==> config.mk <==
export PLATFORM = sky130hd
export DESIGN_NAME = interval_timer
export DESIGN_NICKNAME = d
export VERILOG_FILES = /design/src/rtl/itmr_pkg.sv /design/src/rtl/itmr_chan.sv /design/src/rtl/itmr_status.sv /design/src/rtl/interval_timer.sv
export SDC_FILE = /design/constraint.sdc
export NUM_CORES = 1
export LEC_CHECK = 0
export ABC_CLOCK_PERIOD_IN_PS = 3000
export CORE_ASPECT_RATIO = 0.5
export CORE_UTILIZATION = 35
export DETAILED_ROUTE_END_ITERATION = 7
export GPL_TIMING_DRIVEN = 0
export HOLD_SLACK_MARGIN = 0.08
export MAX_ROUTING_LAYER = met4
export SLEW_MARGIN = 20
export SYNTH_ARGS = -nofsm -noshare
export SYNTH_HDL_FRONTEND = slang
export SYNTH_SLANG_ARGS = --single-unit
==> constraint.sdc <==
create_clock -name clk_i -period 3 [get_ports clk_i]
set_input_delay 0.3 -clock clk_i [delete_from_list [all_inputs] [get_ports clk_i]]
set_output_delay 0.3 -clock clk_i [all_outputs]
set_load 0.05 [all_outputs]
==> src/rtl/itmr_pkg.sv <==
package itmr_pkg;

    localparam int DATA_W  = 32;
    localparam int BIT_IE  = 29;
    localparam int BIT_CEN = 30;
    localparam int BIT_DBG = 31;

    typedef struct packed {
        logic dbg;
        logic cen;
        logic ie;
    } ctrl_t;

    typedef enum logic [1:0] {
        RG_CTRL  = 2'd0,
        RG_INIT  = 2'd1,
        RG_COUNT = 2'd2,
        RG_STAT  = 2'd3
    } region_t;

    function automatic ctrl_t ctrl_from_word(input logic [DATA_W-1:0] w);
        ctrl_t c;
        c.ie  = w[BIT_IE];
        c.cen = w[BIT_CEN];
        c.dbg = w[BIT_DBG];
        return c;
    endfunction

    function automatic logic [DATA_W-1:0] ctrl_to_word(input ctrl_t c);
        logic [DATA_W-1:0] w;
        w          = '0;
        w[BIT_IE]  = c.ie;
        w[BIT_CEN] = c.cen;
        w[BIT_DBG] = c.dbg;
        return w;
    endfunction

    function automatic logic ctrl_runs(input ctrl_t c);
        return c.ie & c.cen & c.dbg;
    endfunction

endpackage

==> src/rtl/itmr_chan.sv <==
module itmr_chan
    import itmr_pkg::*;
#(
    parameter int CNT_W = 29
) (
    input  logic             clk_i,
    input  logic             rst_i,
    input  logic             tick_i,
    input  logic             ctrl_we,
    input  ctrl_t            ctrl_wdata,
    input  logic             init_we,
    input  logic             cnt_we,
    input  logic [CNT_W-1:0] val_wdata,
    output ctrl_t            ctrl_q,
    output logic [CNT_W-1:0] init_q,
    output logic [CNT_W-1:0] cnt_q,
    output logic             run_o,
    output logic             reload_o
);

    logic start;
    logic at_zero;

    assign run_o    = ctrl_runs(ctrl_q);
    assign start    = ctrl_we && !run_o && ctrl_runs(ctrl_wdata);
    assign at_zero  = (cnt_q == '0);
    assign reload_o = run_o && tick_i && at_zero && !cnt_we;

    always_ff @(posedge clk_i) begin
        if (rst_i) begin
            ctrl_q <= '0;
            init_q <= '0;
            cnt_q  <= '0;
        end else begin
            if (ctrl_we)
                ctrl_q <= ctrl_wdata;
            if (init_we && !run_o)
                init_q <= val_wdata;
            if (start)
                cnt_q <= init_q;
            else if (cnt_we)
                cnt_q <= val_wdata;
            else if (run_o && tick_i)
                cnt_q <= at_zero ? init_q : cnt_q - 1'b1;
        end
    end

endmodule

==> src/rtl/itmr_status.sv <==
module itmr_status #(
    parameter int NUM_CH = 2
) (
    input  logic              clk_i,
    input  logic              rst_i,
    input  logic [NUM_CH-1:0] set_i,
    input  logic              clr_we,
    input  logic [NUM_CH-1:0] clr_mask,
    output logic [NUM_CH-1:0] stat_q
);

    logic [NUM_CH-1:0] clr_eff;

    assign clr_eff = clr_we ? clr_mask : '0;

    always_ff @(posedge clk_i) begin
        if (rst_i)
            stat_q <= '0;
        else
            stat_q <= (stat_q & ~clr_eff) | set_i;
    end

endmodule

==> src/rtl/interval_timer.sv <==
module interval_timer
    import itmr_pkg::*;
#(
    parameter int NUM_CH = 2,
    parameter int CNT_W  = 29,
    localparam int CH_W   = (NUM_CH > 1) ? $clog2(NUM_CH) : 1,
    localparam int ADDR_W = 2 + CH_W
) (
    input  logic              clk_i,
    input  logic              rst_i,
    input  logic              tick_i,
    input  logic              bus_sel,
    input  logic              bus_we,
    input  logic [ADDR_W-1:0] bus_addr,
    input  logic [DATA_W-1:0] bus_wdata,
    output logic [DATA_W-1:0] bus_rdata,
    output logic [NUM_CH-1:0] irq_o
);

    region_t           region;
    logic [CH_W-1:0]   ch_sel;
    logic              wr;
    logic              stat_we;

    logic [NUM_CH-1:0]            ch_ctrl_we;
    logic [NUM_CH-1:0]            ch_init_we;
    logic [NUM_CH-1:0]            ch_cnt_we;
    logic [NUM_CH-1:0]            ch_run;
    logic [NUM_CH-1:0]            ch_ie;
    logic [NUM_CH-1:0]            ch_reload;
    logic [NUM_CH-1:0][CNT_W-1:0] ch_init;
    logic [NUM_CH-1:0][CNT_W-1:0] ch_cnt;
    ctrl_t [NUM_CH-1:0]           ch_ctrl;
    logic [NUM_CH-1:0]            stat_q;

    assign region  = region_t'(bus_addr[ADDR_W-1:CH_W]);
    assign ch_sel  = bus_addr[CH_W-1:0];
    assign wr      = bus_sel && bus_we;
    assign stat_we = wr && (region == RG_STAT) && (ch_sel == '0);

    for (genvar i = 0; i < NUM_CH; i++) begin : g_ch
        logic hit;
        assign hit           = wr && (ch_sel == CH_W'(i));
        assign ch_ctrl_we[i] = hit && (region == RG_CTRL);
        assign ch_init_we[i] = hit && (region == RG_INIT);
        assign ch_cnt_we[i]  = hit && (region == RG_COUNT);
        assign ch_ie[i]      = ch_ctrl[i].ie;

        itmr_chan #(.CNT_W(CNT_W)) u_chan (
            .clk_i      (clk_i),
            .rst_i      (rst_i),
            .tick_i     (tick_i),
            .ctrl_we    (ch_ctrl_we[i]),
            .ctrl_wdata (ctrl_from_word(bus_wdata)),
            .init_we    (ch_init_we[i]),
            .cnt_we     (ch_cnt_we[i]),
            .val_wdata  (bus_wdata[CNT_W-1:0]),
            .ctrl_q     (ch_ctrl[i]),
            .init_q     (ch_init[i]),
            .cnt_q      (ch_cnt[i]),
            .run_o      (ch_run[i]),
            .reload_o   (ch_reload[i])
        );
    end

    itmr_status #(.NUM_CH(NUM_CH)) u_status (
        .clk_i    (clk_i),
        .rst_i    (rst_i),
        .set_i    (ch_reload),
        .clr_we   (stat_we),
        .clr_mask (bus_wdata[NUM_CH-1:0]),
        .stat_q   (stat_q)
    );

    assign irq_o = stat_q & ch_ie;

    always_comb begin
        bus_rdata = '0;
        if (region == RG_STAT) begin
            if (ch_sel == '0)
                bus_rdata[NUM_CH-1:0] = stat_q;
        end else begin
            for (int i = 0; i < NUM_CH; i++) begin
                if (ch_sel == CH_W'(i)) begin
                    case (region)
                        RG_CTRL:  bus_rdata = ctrl_to_word(ch_ctrl[i]);
                        RG_INIT:  bus_rdata = DATA_W'(ch_init[i]);
                        RG_COUNT: bus_rdata = DATA_W'(ch_cnt[i]);
                        default:  bus_rdata = '0;
                    endcase
                end
            end
        end
    end

endmodule

# --- Yosys cells after proc, flatten, opt, wreduce, memory -nomap -nowiden ---
# Cells that the tools add are included.
totals:
  regBits: 124
  in_bits: 40
  output_inout_bits: 34
  wordCells: 74
op_classes:
  n_addsub: 2
  n_eq_ne: 3
  muxes: 15
  bitwise_logic: 11
  reduce_logical: 32
ops:
  columns: ["op", "n"]
  rows:
  - ["two-way mux 29 bit", 8]
  - ["one-hot mux 32 bit (3 select lines)", 2]
  - ["zero test 29 bit", 2]
  - ["subtractor 29 x 1 -> 29 bit, second input constant", 2]
  - ["two-way mux 32 bit", 1]
  - ["two-way mux 30 bit", 1]
  - ["logical AND 1 bit", 23]
  - ["AND 1 bit", 6]
  - ["two-way mux 2 bit", 3]
  - ["nonzero test 3 bit", 2]
  - ["AND 2 bit", 2]
  - ["equality test 2 bit, second input constant", 2]
  - ["zero test 1 bit", 4]
  - ["equality test 2 x 1 -> 1 bit, second input constant", 1]
  - ["zero test 2 bit", 1]
  - ["NOT 2 bit", 1]
  - ["OR 2 bit", 1]
  - ["NOT 1 bit", 1]

# --- Logic depth before layout (Yosys ltp) ---
# Gate-level depths: netlist of run 1.
depth:
  word_depth: 7
  mapped_depth: 9
  ltp_nobuf: 8

# --- Modules after synthesis ---
# From an unflattened synthesis of run 1, not the netlist that was laid out.
unflattened:
  cells_unflattened: 1179
  area_unflattened_um2: 8335.5
by_module_without_submodules:
  columns: ["mod", "instances", "cells_per_inst", "area_each_um2", "seq_area_each_um2"]
  rows:
  - ["itmr_chan", 2, 473, 3483.3, 1221.2]
  - ["interval_timer", 1, 225, 1296.2, 0.0]
  - ["itmr_status", 1, 8, 72.6, 40.0]

# --- Worst setup path after synthesis of run 1 ---
# Ideal clock, no wire load.
synth_timing:
  path_kind: "register -> register"
  startpoint: "reg g_ch[0].u_chan.cnt_q[0]"
  endpoint: "reg g_ch[0].u_chan.cnt_q[18]"
  setup_time_ns: 0.117
  t_arrival_ns: 2.397
  required_time_ns: 2.883
  setup_slack_ns: 0.486
  stages_incl_launch_ff: 10
  n_path_buf: 1
  synth_period_minus_slack_ns: 2.514
  path_cell_list: "dfxtp_1 inv_1 ha_1 or3b_4 or4b_4 o41a_1 buf_2 o221ai_2 a31oi_1 o22a_1"
synth_via:
  elab_chain_len: 5
  elab_cells_between_ends: 6
  classes_between: "add/sub (1); mux (4); reduce/logical (1)"
synth_lines:
  columns: ["item", "line_no", "text"]
  rows:
  - ["start, declared", "itmr_chan.sv:16", "output logic [CNT_W-1:0] cnt_q,"]
  - ["start signal, assigned", "itmr_chan.sv:40", "cnt_q <= init_q;"]
  - ["start signal, assigned", "itmr_chan.sv:42", "cnt_q <= val_wdata;"]
  - ["start signal, assigned", "itmr_chan.sv:44", "cnt_q <= at_zero ? init_q : cnt_q - 1'b1;"]
  - ["subtractor 29 x 1 -> 29 bit / zero test 29 bit (equally long branches)", "itmr_chan.sv:44, itmr_chan.sv:26", null]
  - ["two-way mux 29 bit *", "itmr_chan.sv:44", null]
  - ["two-way mux 29 bit *", "itmr_chan.sv:43", "else if (run_o && tick_i)"]
  - ["two-way mux 29 bit *", "itmr_chan.sv:41", "else if (cnt_we)"]
  - ["two-way mux 29 bit *", "itmr_chan.sv:39", "if (start)"]
# Every way passes the cells marked *; elsewhere a longest branch is shown, timed or not. The select of a mux whose other input is x is not followed.
# A chain may end at the register's enable or synchronous reset.

# --- Worst setup path in the final report of run 1 ---
layout_timing:
  startpoint: "reg g_ch[1].u_chan.cnt_q[24]"
  endpoint: "reg g_ch[1].u_chan.cnt_q[19]"
layout_via:
  elab_chain_len: 5
layout_lines:
  columns: ["item", "line_no", "text"]
  rows:
  - ["start, declared", "itmr_chan.sv:16", null]
  - ["start signal, assigned", "itmr_chan.sv:40", null]
  - ["start signal, assigned", "itmr_chan.sv:42", null]
  - ["start signal, assigned", "itmr_chan.sv:44", null]
  - ["zero test 29 bit", "itmr_chan.sv:26", "assign at_zero = (cnt_q == '0);"]
  - ["two-way mux 29 bit", "itmr_chan.sv:44", null]
  - ["two-way mux 29 bit", "itmr_chan.sv:43", null]
  - ["two-way mux 29 bit", "itmr_chan.sv:41", null]
  - ["two-way mux 29 bit", "itmr_chan.sv:39", null]
# Every way passes these cells. The select of a mux whose other input is x is not followed.

==> run_results.csv, run 1 <==
group,metric,value,unit
outcome,result_of_the_run,"finished, violations left",
outcome,failed_checks,"setup timing",
cells_and_area,antennaDiodeCount,0,
cts,cts_sinks,124,
cells_and_area,layout_commonest_cell,"nand2_1",
route,route.detailed.wl_per_inst,23.7,um
sta,timing_hold_violations_final,0,
power,power.clock.fraction,41.3,%
grt,antenna_violations_before_repair,0,
synth,synth_cells,1133,
synth,synth-adder-area-share,0.319,%
route,vias,9518,
placed_design,placement.io_buffers,72,
grt,first_pass_grt_wire_length,54.7,mm
power,share_comb_of_total_power,25.8,%
route,initialDrtViolationCount,1176,
worst_hold_path,type_of_the_worst_min_delay_path,"input pin to flip-flop",
synth,synth_largest_type_area_fraction,31.6,%
die,placeableCoreArea,0.0218,mm2
synth,synth.area.mux_share,0.924,%
synth,syn_area_per_cell,6.93,um2
route,detail_route.wirelength,36.5,mm
route,vias_per_cell,6.17,
synth,netlist_area,0.00785,mm2
power,power_density,537,mW/mm2
power,p_int,3.45,mW
cts,clock_latency_at_the_later_pin_of_the_worst_skew_pair,450,ps
sta,final_period_minus_worst_setup_slack,3040,ps
cells_and_area,final_layout_size_suffix_gt1_share,8.94,%
synth,synth_compound_area_share,29.3,%
placed_design,gp_congestion,0.981,
cts,ctsLongestPathBuffers,2,
power,static-leakage-power,3.56,nW
cells_and_area,area.growth.synth_to_final,23.8,%
flow_run,cap_viol_max_count,0,
power,power_total,5.22,mW
placed_design,post-place-ws,-880,ps
grt,overflow_left_after_global_routing,0,
route,drt_drc_violations_left,0,
sta,finClkSkew,9.82,ps
power,net-switching-power,1.77,mW
sta,timing.final.crit_share,101,%
grt,grt_pass1_vias,8707,
sta,maxClockFrequency,329,MHz
cts,cts_root_buffer,"clkbuf_16",
critical_path,path_max_fanout,9,
die,die_w,214,um
die,num_ports,74,
placed_design,place.detailed.hpwl,27.1,mm
critical_path,cp-end-kind,"flip-flop",
cts,cts_tree,"done",
synth,synth_async_sr_flop_share,0,%
cells_and_area,post_layout_nets,1274,
power,p_seq_share,32.9,%
synth,post_synth_num_cell_types,74,
grt,grt.total_usage,33.4,%
sta,setup_viol_count_final,2,
sta,worst-slew-pin-transition,1080,ps
die,floorplan.initialDensity,36.0,%
cts,cts_max_level,4,
synth,synth_simple_gate_area_share,29.7,%
synth,ys_seq_area_share,31.6,%
cells_and_area,most-common-layout-cells,"nand2_1 (243), a21oi_1 (152), nor2_1 (128)",
synth,largest_family_of_logic_cells_by_synthesized_area,"simple AND/OR/NAND/NOR gates",
sta,setup_ws,-40.3,ps
sta,slew_headroom,27.8,%
synth,netlist_top_cells_area,"dfxtp_1 (32%), nand2_1 (12%), a21oi_1 (9.8%)",
sta,fin_setup_tns,-43.7,ps
synth,flip_flop_and_latch_count_after_synthesis,124,
cts,clkSlewWorstSetupHoldPaths,60,ps
sta,report.final.slew_viol_count,0,
synth,post-synth-top-area-cell,"dfxtp_1",
cells_and_area,n_fill_cell,2286,
synth,synth_enable_flop_cells,0,
critical_path,worst_setup_path_start_kind,"flip-flop",
sta,hold_ws,279,ps
route,detail_route.first_pass.iterations,7,
die,design.die.area,0.0231,mm2
synth,synth_fp_nets,1175,
synth,synth.yosys.warnings,0,
critical_path,required_arrival_time_at_the_worst_endpoint,3350,ps
route,ant_nets,0,
cts,number_of_cts_inserted_buffers,17,
die,rows,38,
critical_path,worst-endpoint-arrival,3390,ps
synth,synth-main-ff-cell,"dfxtp_1",
grt,maximum_number_of_pins_on_one_net_before_global_route_repair,17,
sta,rsz0062_at_grt,"yes",
cells_and_area,finish.utilization,44.5,%
power,peakVddDrop,0.289,mV
power,switching_portion_of_total_power,33.9,%
die,die_y,108,um
critical_path,critical_path_class,"flip-flop to flip-flop",
synth,area_share_of_xor_xnor_cells_in_the_synthesized_design,2.68,%
-- final timing paths --
path                                  from                  endpoint  slack, ps  cells past startpoint
setup / recovery  g_ch[1].u_chan.cnt_q[24]  g_ch[1].u_chan.cnt_q[19]        -40                      6
hold / removal                       rst_i   g_ch[0].u_chan.cnt_q[3]        280                      4
setup reg to reg  g_ch[1].u_chan.cnt_q[24]  g_ch[1].u_chan.cnt_q[19]        -40                      6
hold reg to reg   g_ch[0].u_chan.init_q[3]  g_ch[0].u_chan.init_q[3]        480                      2
-- final cells by class --
| cell class | count | area [um2] | area share (%) |
|---|---|---|---|
| Buffer | 93 | 423 | 4.35 |
| Clock buffer | 20 | 467 | 4.80 |
| Clock inverter | 9 | 120 | 1.24 |
| Inverter | 7 | 26.3 | 0.270 |
| Multi-Input combinational cell | 909 | 5070 | 52.1 |
| Sequential cell | 124 | 2480 | 25.5 |
| Tap cell | 300 | 375 | 3.86 |
| Timing Repair Buffer | 80 | 758 | 7.80 |
-- worst max-delay path, stage by stage, from the launching register on --
cell	delay [ps]
dfxtp_1	410
nor4_1	710
nand4_1	460
nand2b_1	430
o21ai_4	430
a221oi_1	230
a211oi_1	270
-- routing by layer --
metal | wire length, um | track usage (%)
met1 | 16700 | 47.6
met3 | 4440 | 9.28
met2 | 14700 | 45.4
met4 | 718 | 8.67
met5 | 0 | -
-- synthesized netlist by cell type (all sizes together) (9+ instances only) --
cell type / count
a211oi: 13
xor2: 11
clkbuf: 70
or4: 9
dfxtp: 124
nand2: 244
o211ai: 13
nor4: 17
nor2: 130
a31oi: 9
a221oi: 40
xnor2: 13
o21ai: 49
nand4: 12
a21oi: 153
buf: 23
o221ai: 19
nand3: 23
nor3: 32
or3: 12
-- power by group through the flow --
stage / sequential [mW] / clock, mW / combinational [mW]
3_5_place_dp: 1.75 / 0 / 1.29
6_report: 1.72 / 2.15 / 1.35
3_3_place_gp: 1.75 / 0 / 1.28
2_1_floorplan: 1.74 / 0 / 0.833
5_1_grt: 1.72 / 2.22 / 1.43
4_1_cts: 1.71 / 2.14 / 1.30
-- logic make-up after synthesis --
kind of cell	after synthesis
AND/OR/NAND/NOR	523
AO/OA/AOI/OAI	353
flip-flops	124
buffers and inverters	100
XOR/XNOR	24
multiplexers	7
adder cells (fa/ha/maj)	2
-- metrics by stage --
stage                     cell area [um2]  instances
after detailed placement             8950       1505
after global placement               8950       1505
after CTS                            9660       1542
after floorplan                      7850       1133
after global routing                 9720       1542
final                                9720       1542
-- timing repair --
action	in CTS	in global routing
endpoints found under the hold margin	0	0
buffers inserted	8	0
hold buffers	0	0
endpoints found under the setup margin	63	56
pin swaps	2	0
gates resized for setup	68	25
-- state kept, by name, indices dropped and copies added, names as in the netlist --
name                cells
g_ch.u_chan.cnt_q      58
g_ch.u_chan.init_q     58
g_ch.u_chan.ctrl_q      6
u_status.stat_q         2
Note: power is estimated with default switching activity, not from simulation.
==> inputs of run 2 (changes only) <==
--- a/config.mk
+++ b/config.mk
@@ -7,11 +7,12 @@
 export LEC_CHECK = 0
 export ABC_CLOCK_PERIOD_IN_PS = 3000
 export CORE_ASPECT_RATIO = 0.5
-export CORE_UTILIZATION = 35
+export CORE_UTILIZATION = 43
 export DETAILED_ROUTE_END_ITERATION = 7
 export GPL_TIMING_DRIVEN = 0
-export HOLD_SLACK_MARGIN = 0.08
+export HOLD_SLACK_MARGIN = 0.1
 export MAX_ROUTING_LAYER = met4
+export PLACE_DENSITY = 0.67
 export SLEW_MARGIN = 20
 export SYNTH_ARGS = -nofsm -noshare
 export SYNTH_HDL_FRONTEND = slang
==> run 2 against run 1 <==
  * Utilization is 10 points higher
  * Combinational power about the same
  * The flow now finishes without violations
  * Worst setup slack gained 93 ps
  * Non-clock buffer count shrank 3
  * Largest cell class unchanged
==> run_results.csv, run 2 (synthesis results as in run 1) <==
group,metric,value,unit
critical_path,worst_setup_path_start_kind,"input pin",
critical_path,path_max_fanout,10,
grt,antenna_violations_before_repair,0,
grt,overflow_left_after_global_routing,0,
sta,timing_hold_violations_final,0,
sta,maxClockFrequency,339,MHz
die,die_y,97.5,um
route,drt_drc_violations_left,0,
placed_design,gp_congestion,1.01,
sta,final_period_minus_worst_setup_slack,2950,ps
sta,worst-slew-pin-transition,1040,ps
worst_hold_path,type_of_the_worst_min_delay_path,"input pin to flip-flop",
critical_path,cp-end-kind,"output port",
critical_path,endpoint,"bus_rdata[27]",
cells_and_area,most-common-layout-cells,"nand2_1 (243), a21oi_1 (151), nor2_1 (128)",
outcome,result_of_the_run,"finished clean",
critical_path,worst-endpoint-arrival,2650,ps
cells_and_area,n_fill_cell,1798,
die,rows,34,
die,floorplan.initialDensity,44.6,%
die,placeableCoreArea,0.0176,mm2
grt,grt.total_usage,39.5,%
route,initialDrtViolationCount,1181,
cells_and_area,area.growth.synth_to_final,22.4,%
sta,finClkSkew,6.19,ps
sta,rsz0062_at_grt,"yes",
route,detail_route.first_pass.iterations,6,
power,static-leakage-power,3.53,nW
grt,first_pass_grt_wire_length,53.5,mm
cts,cts_hold_repair.buffers,0,
critical_path,worstReg2RegStart,"g_ch[1].u_chan.cnt_q[12]",
cells_and_area,antennaDiodeCount,0,
cts,cts_tree,"done",
cells_and_area,multiInputGateArea,0.00508,mm2
cells_and_area,layout_commonest_cell,"nand2_1",
cts,cts_max_level,4,
cells_and_area,register_area,0.00248,mm2
critical_path,setup.reg_to_reg.worst_slack,90,ps
sta,fin_setup_tns,0,ps
placed_design,place.detailed.hpwl,26.3,mm
route,vias_per_cell,6.49,
power,peakVddDrop,0.383,mV
power,power_total,5.14,mW
sta,slew_headroom,30.8,%
cells_and_area,finish.instance_area,0.00961,mm2
cts,cts_root_buffer,"clkbuf_16",
critical_path,critical_path_class,"input pin to output port",
cts,clkSlewWorstSetupHoldPaths,60,ps
critical_path,worstSetupStartpoint,"bus_addr[2]",
critical_path,worstRegToRegCells,7,
die,num_ports,74,
cells_and_area,registers_with_the_most_flip_flops,"g_ch.u_chan.cnt_q (58), g_ch.u_chan.init_q (58), g_ch.u_chan.ctrl_q (6)",
sta,hold_ws,320,ps
route,detail_route.wirelength,35.7,mm
grt,maximum_number_of_pins_on_one_net_before_global_route_repair,17,
route,route.detailed.wl_per_inst,24.2,um
grt,grt_pass1_vias,8647,
critical_path,crit-reg2reg-capture,"g_ch[1].u_chan.cnt_q[9]",
cts,ctsLongestPathBuffers,2,
cts,clock_latency_at_the_later_pin_of_the_worst_skew_pair,430,ps
route,ant_nets,0,
cts,cts_sinks,124,
cells_and_area,final_layout_size_suffix_gt1_share,8.94,%
sta,report.final.slew_viol_count,0,
flow_run,cap_viol_max_count,0,
power,power_density,534,mW/mm2
critical_path,required_arrival_time_at_the_worst_endpoint,2700,ps
die,design.die.area,0.0188,mm2
sta,setup_viol_count_final,0,
placed_design,post_dp_cell_area,0.00886,mm2
placed_design,placement.io_buffers,72,
sta,timing.final.crit_share,98.2,%
route,vias,9581,
cts,number_of_cts_inserted_buffers,17,
cells_and_area,post_layout_nets,1271,
die,die_w,193,um
run 2: cell types whose count changed in the layout (fill, tap and decap cells not counted), sizes merged:
cell	change
inv	+1
clkinvlp	+5
buf	-3
clkbuf	+3
bufinv	-2
clkinv	-4
run 2: worst min-delay path by stage:
stage                     slack [ps]                       from  depth (start not counted)                   endpoint
after floorplan                  440              bus_wdata[13]                          2  g_ch[0].u_chan.init_q[13]
after global placement           460   g_ch[1].u_chan.init_q[9]                          2   g_ch[1].u_chan.init_q[9]
after detailed placement         470  g_ch[0].u_chan.init_q[19]                          2  g_ch[0].u_chan.init_q[19]
after CTS                        350                      rst_i                          4   g_ch[1].u_chan.cnt_q[22]
after global routing             320                      rst_i                          4    g_ch[1].u_chan.cnt_q[7]
final                            320                      rst_i                          4   g_ch[1].u_chan.cnt_q[11]
run 2: critical path, stage by stage:
cell and delay (ps):
clkdlybuf4s50_1 530, nor2b_1 150, clkbuf_2 200, clkbuf_2 290, clkbuf_2 380, a221oi_2 170
nor2_1 220, clkdlybuf4s15_2 400
run 2: where the power goes:
group	switching, mW	internal [mW]
Combinational	0.920	0.426
Clock	0.846	1.23
Sequential	0.0417	1.68
run 2: cell type report:
type                    instances  share of cell area (%)
plain buffers                  93                    4.36
repair buffers                 77                    7.65
inverters                       7                   0.273
multi-input cells             909                    52.9
flip-flops and latches        124                    25.8
clock inverters                 9                   0.898
well taps                     234                    3.05
clock buffers                  23                    5.08
run 2: through the flow:
step           std cells  worst slack [ps]  utilization (%)
6_report            1476              53.2             54.6
5_1_grt             1476             -50.0             54.6
4_1_cts             1474              12.7             54.0
3_5_place_dp        1439              -742             50.3
3_3_place_gp        1439              -727             50.3
2_1_floorplan       1133               486                -
run 2: timing repair:
action,in CTS,in global routing
setup endpoints to repair,65,52
resized for setup,65,27
buffers inserted,3,2
pin swaps,0,1
run 2: metal layers:
layer | part of all wire, % | routed length (um) | global-route usage [%] | up-vias
li1 | - | - | - | 4315
met1 | 45 | 16200 | 58.0 | 4589
met2 | 39 | 13900 | 50.9 | 614
met3 | 14 | 5020 | 12.3 | 63
met4 | 1.7 | 595 | 9.68 | 0
met5 | 0 | 0 | - | -
